$ cat config.mk
export PLATFORM = sky130hd
export DESIGN_NAME = video_clamp_ctrl
export DESIGN_NICKNAME = d
export VERILOG_FILES = /design/src/rtl/clamp_pkg.sv /design/src/rtl/clamp_target_sel.sv /design/src/rtl/clamp_window_accum.sv /design/src/rtl/clamp_decide.sv /design/src/rtl/clamp_lock.sv /design/src/rtl/video_clamp_ctrl.sv
export SDC_FILE = /design/constraint.sdc
export NUM_CORES = 1
export LEC_CHECK = 0
export ABC_AREA = 1
export BUFFER_PORTS_ARGS = -buffer_cell sky130_fd_sc_hd__buf_4
export CAP_MARGIN = 40
export CORE_ASPECT_RATIO = 0.9
export CORE_MARGIN = 5
export CORE_UTILIZATION = 45
export CTS_BUF_LIST = sky130_fd_sc_hd__clkbuf_2 sky130_fd_sc_hd__clkbuf_4 sky130_fd_sc_hd__clkbuf_8
export DETAILED_ROUTE_END_ITERATION = 16
export PLACE_DENSITY = 0.67
export SLEW_MARGIN = 30
export SYNTH_ARGS = -nofsm -noshare
export SYNTH_HDL_FRONTEND = slang
export SYNTH_SLANG_ARGS = --single-unit
$ cat constraint.sdc
create_clock -name clk -period 1.3 [get_ports clk]
set_input_delay 0.13 -clock clk [delete_from_list [all_inputs] [get_ports clk]]
set_output_delay 0.13 -clock clk [all_outputs]
set_load 0.01 [all_outputs]
$ cat src/rtl/clamp_pkg.sv
package clamp_pkg;
  typedef enum logic [1:0] {
    DEC_HOLD = 2'b00,
    DEC_RAISE = 2'b01,
    DEC_LOWER = 2'b10
  } clamp_dec_e;
endpackage

$ cat src/rtl/clamp_target_sel.sv
module clamp_target_sel #(
  parameter int DATA_W     = 8,
  parameter int LUMA_TGT   = 64,
  parameter int CHROMA_TGT = 128
) (
  input  logic              prog_en,
  input  logic [DATA_W-1:0] prog_level,
  input  logic              chroma_sel,
  output logic [DATA_W-1:0] target
);
  localparam logic [DATA_W-1:0] MAXCODE = {DATA_W{1'b1}};
  localparam logic [DATA_W-1:0] LO_LIM  = DATA_W'(1);
  localparam logic [DATA_W-1:0] HI_LIM  = MAXCODE - DATA_W'(1);

  logic [DATA_W-1:0] prog_sat;

  always_comb begin
    if (prog_level < LO_LIM)      prog_sat = LO_LIM;
    else if (prog_level > HI_LIM) prog_sat = HI_LIM;
    else                          prog_sat = prog_level;
  end

  always_comb begin
    if (prog_en)         target = prog_sat;
    else if (chroma_sel) target = DATA_W'(CHROMA_TGT);
    else                 target = DATA_W'(LUMA_TGT);
  end
endmodule

$ cat src/rtl/clamp_window_accum.sv
module clamp_window_accum #(
  parameter int DATA_W = 8,
  parameter int CNT_W  = 8
) (
  input  logic                    clk,
  input  logic                    rst_n,
  input  logic [DATA_W-1:0]       sample,
  input  logic                    win,
  input  logic                    freeze,
  output logic                    fire,
  output logic [DATA_W+CNT_W-1:0] sum,
  output logic [CNT_W-1:0]        cnt
);
  localparam int SUM_W = DATA_W + CNT_W;
  localparam logic [CNT_W-1:0] CNT_MAX = {CNT_W{1'b1}};

  logic             win_q, win_d;
  logic [SUM_W-1:0] sum_d;
  logic [CNT_W-1:0] cnt_d;
  logic             win_close;
  logic             take;

  assign win_close = win_q & ~win;
  assign take      = win & ~freeze & (cnt != CNT_MAX);
  assign fire      = win_close & ~freeze & (cnt != '0);

  always_comb begin
    win_d = win;
    sum_d = sum;
    cnt_d = cnt;
    if (win_close) begin
      sum_d = '0;
      cnt_d = '0;
    end else if (take) begin
      sum_d = sum + SUM_W'(sample);
      cnt_d = cnt + CNT_W'(1);
    end
  end

  always_ff @(posedge clk or negedge rst_n) begin
    if (!rst_n) begin
      win_q <= 1'b0;
      sum   <= '0;
      cnt   <= '0;
    end else begin
      win_q <= win_d;
      sum   <= sum_d;
      cnt   <= cnt_d;
    end
  end
endmodule

$ cat src/rtl/clamp_decide.sv
module clamp_decide
  import clamp_pkg::*;
#(
  parameter int DATA_W = 8,
  parameter int CNT_W  = 8
) (
  input  logic                    clk,
  input  logic                    rst_n,
  input  logic                    fire,
  input  logic [DATA_W+CNT_W-1:0] sum,
  input  logic [CNT_W-1:0]        cnt,
  input  logic [DATA_W-1:0]       target,
  output logic                    in_band,
  output logic                    up,
  output logic                    dn
);
  localparam int PW = DATA_W + CNT_W + 1;

  logic [DATA_W:0] tgt_m1, tgt_p1;
  logic [PW-1:0]   lo_bound, hi_bound, sum_x;
  clamp_dec_e      dec;
  logic            up_d, dn_d;

  assign tgt_m1 = {1'b0, target} - (DATA_W+1)'(1);
  assign tgt_p1 = {1'b0, target} + (DATA_W+1)'(1);

  always_comb begin
    sum_x    = PW'(sum);
    lo_bound = PW'(tgt_m1) * PW'(cnt);
    hi_bound = PW'(tgt_p1) * PW'(cnt);
    if (sum_x < lo_bound)      dec = DEC_RAISE;
    else if (sum_x > hi_bound) dec = DEC_LOWER;
    else                       dec = DEC_HOLD;
  end

  assign in_band = (dec == DEC_HOLD);

  always_comb begin
    up_d = fire && (dec == DEC_RAISE);
    dn_d = fire && (dec == DEC_LOWER);
  end

  always_ff @(posedge clk or negedge rst_n) begin
    if (!rst_n) begin
      up <= 1'b0;
      dn <= 1'b0;
    end else begin
      up <= up_d;
      dn <= dn_d;
    end
  end
endmodule

$ cat src/rtl/clamp_lock.sv
module clamp_lock #(
  parameter int LOCK_LINES = 8
) (
  input  logic clk,
  input  logic rst_n,
  input  logic fire,
  input  logic in_band,
  output logic locked
);
  localparam int LW = $clog2(LOCK_LINES + 1);
  localparam logic [LW-1:0] LIM = LW'(LOCK_LINES);

  logic [LW-1:0] run_q, run_d;
  logic          run_en;

  assign run_en = fire;

  always_comb begin
    run_d = run_q;
    if (!in_band)         run_d = '0;
    else if (run_q < LIM) run_d = run_q + LW'(1);
  end

  always_ff @(posedge clk or negedge rst_n) begin
    if (!rst_n)      run_q <= '0;
    else if (run_en) run_q <= run_d;
  end

  assign locked = (run_q == LIM);
endmodule

$ cat src/rtl/video_clamp_ctrl.sv
module video_clamp_ctrl #(
  parameter int DATA_W     = 8,
  parameter int CNT_W      = 8,
  parameter int LUMA_TGT   = 64,
  parameter int CHROMA_TGT = 128,
  parameter int LOCK_LINES = 8,
  parameter int SYNC_STG   = 2
) (
  input  logic              clk,
  input  logic              rst_n,
  input  logic [DATA_W-1:0] sample,
  input  logic              clamp_win,
  input  logic              vblank,
  input  logic              chroma_sel,
  input  logic              tgt_prog_en,
  input  logic [DATA_W-1:0] tgt_level,
  output logic              clamp_up,
  output logic              clamp_dn,
  output logic              locked
);
  localparam int SUM_W = DATA_W + CNT_W;

  logic [SYNC_STG-1:0] rst_pipe;
  logic                rst_core_n;

  always_ff @(posedge clk or negedge rst_n) begin
    if (!rst_n) rst_pipe <= '0;
    else        rst_pipe <= {rst_pipe[SYNC_STG-2:0], 1'b1};
  end
  assign rst_core_n = rst_pipe[SYNC_STG-1];

  logic [DATA_W-1:0] target;
  logic              fire, in_band;
  logic [SUM_W-1:0]  sum;
  logic [CNT_W-1:0]  cnt;

  clamp_target_sel #(
    .DATA_W(DATA_W), .LUMA_TGT(LUMA_TGT), .CHROMA_TGT(CHROMA_TGT)
  ) u_tsel (
    .prog_en(tgt_prog_en), .prog_level(tgt_level),
    .chroma_sel(chroma_sel), .target(target)
  );

  clamp_window_accum #(.DATA_W(DATA_W), .CNT_W(CNT_W)) u_acc (
    .clk(clk), .rst_n(rst_core_n), .sample(sample), .win(clamp_win),
    .freeze(vblank), .fire(fire), .sum(sum), .cnt(cnt)
  );

  clamp_decide #(.DATA_W(DATA_W), .CNT_W(CNT_W)) u_dec (
    .clk(clk), .rst_n(rst_core_n), .fire(fire), .sum(sum), .cnt(cnt),
    .target(target), .in_band(in_band), .up(clamp_up), .dn(clamp_dn)
  );

  clamp_lock #(.LOCK_LINES(LOCK_LINES)) u_lock (
    .clk(clk), .rst_n(rst_core_n), .fire(fire), .in_band(in_band),
    .locked(locked)
  );
endmodule

### Yosys cells after proc, flatten, opt, wreduce, memory -nomap -nowiden

Index checks and enable logic that the tools add are counted.

| storage, ports and cells | value |
|---|---|
| output and inout bits | 3 |
| register bits after elaboration | 33 |
| bits of input ports | 22 |

| cells by class | value |
|---|---|
| add/subtract/negate cells | 5 |
| $lt $le $gt $ge | 5 |
| equality and inequality tests | 5 |
| muxes and demuxes | 12 |
| reductions and logical operators | 6 |
| bitwise operators | 7 |
| multipliers | 2 |

Operators with widths:

| cell | count |
|---|---|
| two-way mux 8 bit | 6 |
| multiplier 9 x 8 -> 17 bit | 2 |
| two-way mux 16 bit | 2 |
| > comparator 16 x 17 -> 1 bit | 1 |
| less-than comparator 16 x 17 -> 1 bit | 1 |
| adder 16 x 8 -> 16 bit | 1 |
| adder 8 x 1 -> 9 bit, second input constant | 1 |
| subtractor 8 x 1 -> 9 bit, second input constant | 1 |
| adder 8 x 1 -> 8 bit, second input constant | 1 |
| > comparator 8 bit, second input constant | 1 |
| less-than comparator 8 x 1 -> 1 bit, second input constant | 1 |
| two-way mux 4 bit | 2 |
| inequality test 8 bit, second input constant | 1 |
| nonzero test 8 bit | 1 |
| AND 1 bit | 5 |
| adder 4 x 1 -> 4 bit, second input constant | 1 |
| equality test 4 bit, second input constant | 1 |
| less-than comparator 4 bit, second input constant | 1 |
| two-way mux 2 bit | 2 |
| equality test 2 x 1 -> 1 bit, second input constant | 1 |
| equality test 2 bit, second input constant | 1 |
| logical AND 1 bit | 2 |
| zero test 2 bit | 1 |
| inequality test 2 bit, second input constant | 1 |
| other kinds (3) | 4 |

### Logic depth before layout (Yosys ltp)

Gate-level depths: netlist of the first run.

| depth | value |
|---|---|
| depth after elaboration | 12 |
| depth in mapped cells | 39 |

### By module

From an unflattened synthesis of the first run, not the netlist that was laid out.

| unflattened totals | value |
|---|---|
| cell total of the unflattened synthesis | 1058 |
| area total of the unflattened synthesis | 7669.9 um^2 |

By module, submodules not included:

| module | cells each | times used | area each (um^2) |
|---|---|---|---|
| clamp_decide | 745 | 1 | 5532.8 |
| clamp_window_accum | 244 | 1 | 1709.1 |
| clamp_lock | 34 | 1 | 240.2 |
| clamp_target_sel | 32 | 1 | 133.9 |
| video_clamp_ctrl | 3 | 1 | 53.8 |

### Worst setup path after synthesis of the first run

OpenSTA, ideal clock, no wires.

| timing path | value |
|---|---|
| kind | input-to-reg |
| start point | input tgt_level[5] |
| end point | register u_lock.run_q[0] |
| data required time | 1.182 ns |
| stages on the path | 37 |
| data arrival time | 5.877 ns |
| buffers on the path | 0 |
| library setup time | 0.118 ns |
| setup slack | -4.695 ns |
| cell sequence | inv_1 -> nand4_1 -> a21boi_2 -> nand2_2 -> clkinv_1 -> ha_1 -> nand2_1 -> nor2_1 -> inv_1 -> nor3_2 -> xor2_1 -> inv_2 -> nor2_1 -> fa_1 -> fa_1 -> fa_1 -> inv_1 -> fa_1 -> inv_1 -> ha_1 -> nand2_1 -> o21ai_0 -> a21oi_1 -> o21ai_0 -> a21oi_1 -> nor2_1 -> nor2_1 -> xor2_1 -> ha_1 -> nand2_1 -> nor2_1 -> nand4_1 -> nand2_1 -> nor2_1 -> nand3_1 -> nand4_1 -> nand2_1 |

| between the ends | value |
|---|---|
| word-level cells in the longest chain between the ends | 12 |

RTL lines:

| what | RTL line | text |
|---|---|---|
| from (decl) | video_clamp_ctrl.sv:16 | `input logic [DATA_W-1:0] tgt_level,` |
| > comparator 8 bit | clamp_target_sel.sv:19 | `else if (prog_level > HI_LIM) prog_sat = HI_LIM;` |
| two-way mux 8 bit | clamp_target_sel.sv:19 |  |
| two-way mux 8 bit * | clamp_target_sel.sv:18 | `if (prog_level < LO_LIM) prog_sat = LO_LIM;` |
| two-way mux 8 bit * | clamp_target_sel.sv:24 | `if (prog_en) target = prog_sat;` |
| adder 8 x 1 -> 9 bit | clamp_decide.sv:25 | `assign tgt_p1 = {1'b0, target} + (DATA_W+1)'(1);` |
| multiplier 9 x 8 -> 17 bit | clamp_decide.sv:30 | `hi_bound = PW'(tgt_p1) * PW'(cnt);` |
| > comparator 16 x 17 -> 1 bit | clamp_decide.sv:32 | `else if (sum_x > hi_bound) dec = DEC_LOWER;` |
| two-way mux 2 bit | clamp_decide.sv:32 |  |
| two-way mux 2 bit * | clamp_decide.sv:31 | `if (sum_x < lo_bound) dec = DEC_RAISE;` |
| zero test 2 bit * | clamp_decide.sv:36 | `assign in_band = (dec == DEC_HOLD);` |
| inequality test 2 bit (no line) | - |  |
| AND reduction 2 bit (no line) | - |  |
| to (signal assigned) | clamp_lock.sv:26 | `else if (run_en) run_q <= run_d;` |
| to (decl) | clamp_lock.sv:13 | `logic [LW-1:0] run_q, run_d;` |

Every way passes the cells marked *; elsewhere a longest branch is shown, timed or not.
A chain may end at the register's enable or synchronous reset.

### Worst setup path after layout of the first run

| timing path | value |
|---|---|
| start point | input tgt_level[1] |
| end point | register u_lock.run_q[2] |

The elaborated chain is that of the path after synthesis.

==> impl_metrics.ini, run 1 <==
[timing]
finalSetupViolations = 31
slew_violations = 0
rsz0062_at_grt = true
fin_ws_ns = -4.630
max_freq_mhz = 168.6
worstMarginPinSlew_ns = 0.6484
max-slew-margin-rel_pct = 56.54
period_share_pct = 456.1
min_period_ns = 5.930
fin_worst_skew_ns = 0.008763
hold_violations = 0

[yosys]
netlist_top_cells_area = fa_1 (23%), ha_1 (20%), dfrtp_1 (11%)
yosysMostFrequentCell = inv_1
synthArstFlopShare_pct = 100.0
yosysWarnings = 0
synth_ff_type = dfrtp_1
yosys-top-cells-count = inv_1 (183), nand2_1 (154), nor2_1 (153)
synth_top_cell_by_area = fa_1
synthCells = 963
synth_seq_cells = 33
syn_area_per_cell_sq_um = 7.624
netlist_area_sq_um = 7342
synth_cell_types = 47
synth_edf_count = 0
yosysSeqAreaShare_pct = 11.25
yosysTopAreaCellShare_pct = 23.18
syn-num-nets = 1189

[cts]
clk_pin_slew_worst_paths_ns = 0.08
clock-root-buffer = clkbuf_8
cts_tree = done
cts_sinks = 33
clkLatencyLatePin_ns = 0.30
cts_buffers = 5
cts-htree-levels = 2
cts.path.max_buffers = 2

[layout]
fin_nets = 1431
area_growth_pct = 43.46
finalInstanceArea_sq_um = 10530
layout-drive-gt1-share_pct = 36.57
post-route-util_pct = 65.52
insertedDiodeCount = 0
fin_cells = 1413

[worst_hold_path]
hold_class = in -> reg

[power]
power_per_cell_area_nw_per_um2 = 753.9
vdd_drop_max_uv = 753.5
leakage_nw = 5.732

[detailed_routing]
viasPerCell = 5.219
ant_nets = 0
drc = 0
routed_wl_mm = 22.88
vias = 7374
firstDrtPassIters = 5
wl_per_cell_microns = 16.19
first_iter_violations = 487

[grt]
track_usage_pct = 22.40
grt_max_degree = 32
grt_pass1_vias = 7287
grt_busiest_layer = met2
gr-usage-met3_pct = 3.997
antenna_found_initial = 0
grt_pass1_wl_mm = 34.71
grt_use_met2_pct = 36.16
gr-usage-met1_pct = 31.58
overflow = 0

[placed_design]
post-dp-hpwl_mm = 16.85
gp_congestion = 0.8699
placed_area_sq_um = 9314
dp_cells = 1364
io_buffers = 24

[floorplanning]
core_sq_um = 16080
pin_count = 25
die_area_sq_um = 18970
row_count = 44
fp.dieW_microns = 144.6
initial_core_util_pct = 45.67
die_h_microns = 131.2

[worst_setup_path]
end_kind = flip-flop
critPathSlowestCell = fa_1
criticalPathCategory = in -> reg
max_stage_delay_ns = 0.58
worst_ep_arrival_time_ns = 6.12
crit_family = adder cells
critical_path_buf_inv_count = 5
critPathMaxFanout = 5
setup.worst_path.start_class = input pin
required_ns = 1.49

[run_status]
status = complete, but fails checks
violations = setup timing

[flow_run]
drv_cap = 0
[final timing paths]
path | start | to | slack, ns | depth (start not counted)
setup / recovery | tgt_level[1] | u_lock.run_q[2]$_DFFE_PN0P_ | -4.63 | 35
hold / removal | clamp_win | u_acc.win_q$_DFF_PN0_ | 0.07 | 2
setup reg to reg | u_acc.cnt[4]$_DFFE_PN0P_ | u_lock.run_q[2]$_DFFE_PN0P_ | -4.30 | 28
hold reg to reg | rst_pipe[1]$_DFF_PN0_ | u_acc.sum[12]$_DFFE_PN0P_ | 0.28 | 1
max in group asynchronous | rst_pipe[1]$_DFF_PN0_ | u_acc.cnt[0]$_DFFE_PN0P_ | 0.66 | 1
min in group asynchronous | rst_n | rst_pipe[0]$_DFF_PN0_ | 0.15 | 2
[repair_timing]
item,4_1_cts,5_1_grt
endpoints found under the hold margin,2,0
hold buffers,1,0
endpoints found under the setup margin,31,31
pin swaps,74,66
gates resized for setup,134,67
buffers inserted,21,23
cloned,1,0
[sequential cells by signal, indices dropped and copies added (netlist names)]
register,flops
u_dec.up,1
u_acc.sum,16
u_dec.dn,1
rst_pipe,2
u_acc.cnt,8
u_lock.run_q,4
u_acc.win_q,1
[metal layers]
metal / vias to the layer above / wire length (microns) / part of all wire [%]
li1: 3497 / - / -
met1: 3556 / 10020 / 44
met2: 259 / 11080 / 48
met3: 62 / 1224 / 5.4
met4: 0 / 553 / 2.4
met5: - / 0 / 0
[area by class of cell]
cell class / count / area, sq um
fillers: 1289 / 5543
multi-input cells: 723 / 6548
clock inverters: 1 / 5.005
clock buffers: 7 / 96.34
flip-flops and latches: 33 / 829.5
well taps: 207 / 259.0
inverters: 191 / 729.5
repair buffers: 251 / 2066
[power breakdown]
part	total, mW	internal, mW	switching [mW]
Combinational	5.71	2.59	3.12
Clock	0.924	0.480	0.445
Sequential	1.30	1.15	0.154
[cells in the final DEF, fill, tap and decap left out, drive strengths merged, types with 7 or more instances in the layout]
cell type,instances
clkbuf,7
buf,250
fa,85
nor3,11
nor2,155
a21oi,51
dfrtp,33
inv,189
xnor2,15
a21o,11
o21ai,23
nand4,16
ha,119
xor2,20
or2,8
nand3,32
nand2,159
[logic make-up after synthesis]
logic type               after synthesis  synth area share, %
XOR/XNOR                              35                4.278
other                                  1              0.05108
adder cells (fa/ha/maj)              204                43.46
AO/OA/AOI/OAI                         99                7.754
buffers and inverters                207                10.91
flip-flops                            33                11.25
AND/OR/NAND/NOR                      384                22.31
[stage by stage]
stage	power (mW)	hold WS, ns	setup TNS (ns)	worst slack, ns
after floorplan	3.878	-0.1656	-34.36	-4.531
after global placement	5.451	-0.08730	-42.92	-5.155
after detailed placement	5.571	-0.08684	-44.25	-5.276
after CTS	7.196	0.06382	-39.36	-4.511
after global routing	8.543	0.05764	-46.32	-4.975
final	7.940	0.06590	-42.86	-4.630
Note: power is estimated with default switching activity, not from simulation.
==> run 2, diff against run 1 <==
==> constraint.sdc (replaced) <==
create_clock -name clk -period 6.65 [get_ports clk]
set_input_delay 0.665 -clock clk [delete_from_list [all_inputs] [get_ports clk]]
set_output_delay 0.665 -clock clk [all_outputs]
set_load 0.005 [all_outputs]
==> impl_metrics.ini, run 2 (synthesis gave the netlist of run 1 again) <==
[layout]
top_regs = u_acc.sum x16, u_acc.cnt x8, u_lock.run_q x4
layout_commonest_cell = inv_1
fillCellCount = 1498
finalInstanceArea_sq_um = 8896
layout-drive-gt1-share_pct = 20.75
regMostFlops = u_acc.sum
fin_nets = 1295
final_cell_mix = inv_1 (173), nand2_1 (142), nor2_1 (139), buf_4 (110), ha_1 (108)
insertedDiodeCount = 0
area_growth_pct = 21.17
post-route-util_pct = 55.34
largest_reg_flops = 16
fin_cells = 1277

[worst_setup_path]
r2r_cells = 31
setup.worst_path.start_class = input pin
end_kind = flip-flop
max_stage_delay_ns = 0.50
crit_start = tgt_level[5]
critPathSlowestCell = fa_1
cp-endpoint = u_lock.run_q[1]$_DFFE_PN0P_
r2r_start = u_acc.cnt[4]$_DFFE_PN0P_
worst_ep_arrival_time_ns = 6.62
criticalPathCategory = in -> reg
critPathMaxFanout = 5
r2r_slack_ns = 0.78
r2r-end = u_lock.run_q[1]$_DFFE_PN0P_
required_ns = 6.83

[floorplanning]
die_area_sq_um = 18970
die_h_microns = 131.2
fp.dieW_microns = 144.6
initial_core_util_pct = 45.67
row_count = 44
pin_count = 25
core_sq_um = 16080

[placed_design]
io_buffers = 24
dp_cells = 1255
post-dp-hpwl_mm = 15.18
gp_congestion = 0.8847
pre_cts_slack_ns = -0.3680
placed_area_sq_um = 8275

[detailed_routing]
wl_per_cell_microns = 14.63
first_iter_violations = 476
firstDrtPassIters = 5
vias = 6560
drc = 0
routed_wl_mm = 18.68
viasPerCell = 5.137
ant_nets = 0

[cts]
cts_tree = done
cts_sinks = 33
clk_pin_slew_worst_paths_ns = 0.07
clkLatencyLatePin_ns = 0.30
cts-htree-levels = 2
clock-root-buffer = clkbuf_8
cts.path.max_buffers = 2
cts_buffers = 5

[timing]
finalSetupViolations = 0
max-slew-margin-rel_pct = 52.33
max_freq_mhz = 155.5
holdWs_ns = 0.1396
slew_violations = 0
rsz0062_at_grt = true
period_share_pct = 96.73
setup_tns_ns = 0
fin_worst_skew_ns = 0.01277
min_period_ns = 6.433
hold_violations = 0
fin_ws_ns = 0.2172
worstMarginPinSlew_ns = 0.7142

[worst_hold_path]
hold_class = in -> async

[power]
report.power.total_mw = 1.224
vdd_drop_max_uv = 98.34
leakage_nw = 4.918
power_per_cell_area_nw_per_um2 = 137.6

[flow_run]
drv_cap = 0

[grt]
antenna_found_initial = 0
grt_pass1_wl_mm = 30.15
grt_pass1_vias = 6336
track_usage_pct = 19.51
grt_max_degree = 32
overflow = 0

[run_status]
status = completed
==> run 2: changes by cell type in the layout (fill, tap and decap cells not counted), sizes merged <==
cell | before | now
dlygate4sd3 | 1 | 0
clkinv | 3 | 1
inv | 189 | 190
clkbuf | 7 | 6
buf | 250 | 115
bufinv | 0 | 1
clkinvlp | 0 | 1
==> run 2: timing repair <==
action                                  4_1_cts  5_1_grt
endpoints found under the setup margin        4        6
pin swaps                                     1       73
setup buffers                                 1       13
hold buffers                                  0        0
gates resized for setup                       2       96
==> run 2: how the worst min path moves through the flow <==
stage                                              to  slack (ns)  depth (start not counted)
after global routing            rst_pipe[0]$_DFF_PN0_        0.12                          1
after floorplan                 rst_pipe[1]$_DFF_PN0_        0.33                          0
after CTS                       rst_pipe[0]$_DFF_PN0_        0.13                          1
after global placement             u_dec.up$_DFF_PN0_        0.29                          1
after detailed placement  u_lock.run_q[2]$_DFFE_PN0P_        0.29                          1
final                           rst_pipe[1]$_DFF_PN0_        0.14                          1
==> run 2: final cells by class <==
class                      count  area (sq um)  share of cell area, %
tap                          207         259.0                  2.911
inverter                     191         721.9                  8.115
multi-input combinational    723          6083                  68.38
timing repair buffer         115         885.9                  9.958
clock inverter                 2         37.54                 0.4219
clock buffer                   6         82.58                 0.9283
sequential                    33         825.8                  9.283
==> run 2: metal layers <==
metal	vias to the layer above	wire, microns	part of all wire [%]	track usage [%]
met5	-	0	0	0
li1	3221	-	-	-
met2	138	8533	46	30.19
met1	3185	9018	48	28.74
met3	16	936	5.0	3.924
met4	0	190	1.0	3.161
==> run 2: report_power, final <==
| part | switching, mW | total, mW | internal, mW |
|---|---|---|---|
| logic | 0.443 | 0.758 | 0.315 |
| registers | 0.0371 | 0.261 | 0.224 |
| clock network | 0.0832 | 0.205 | 0.122 |
==> run 2: worst max-delay path: cells and delay by family <==
family	cells	cell delay (ns)
AO/OA/AOI/OAI	4	0.49
XOR/XNOR	2	0.36
buffers and inverters	7	0.56
AND/OR/NAND/NOR	18	1.89
adder cells (fa/ha/maj)	7	2.64
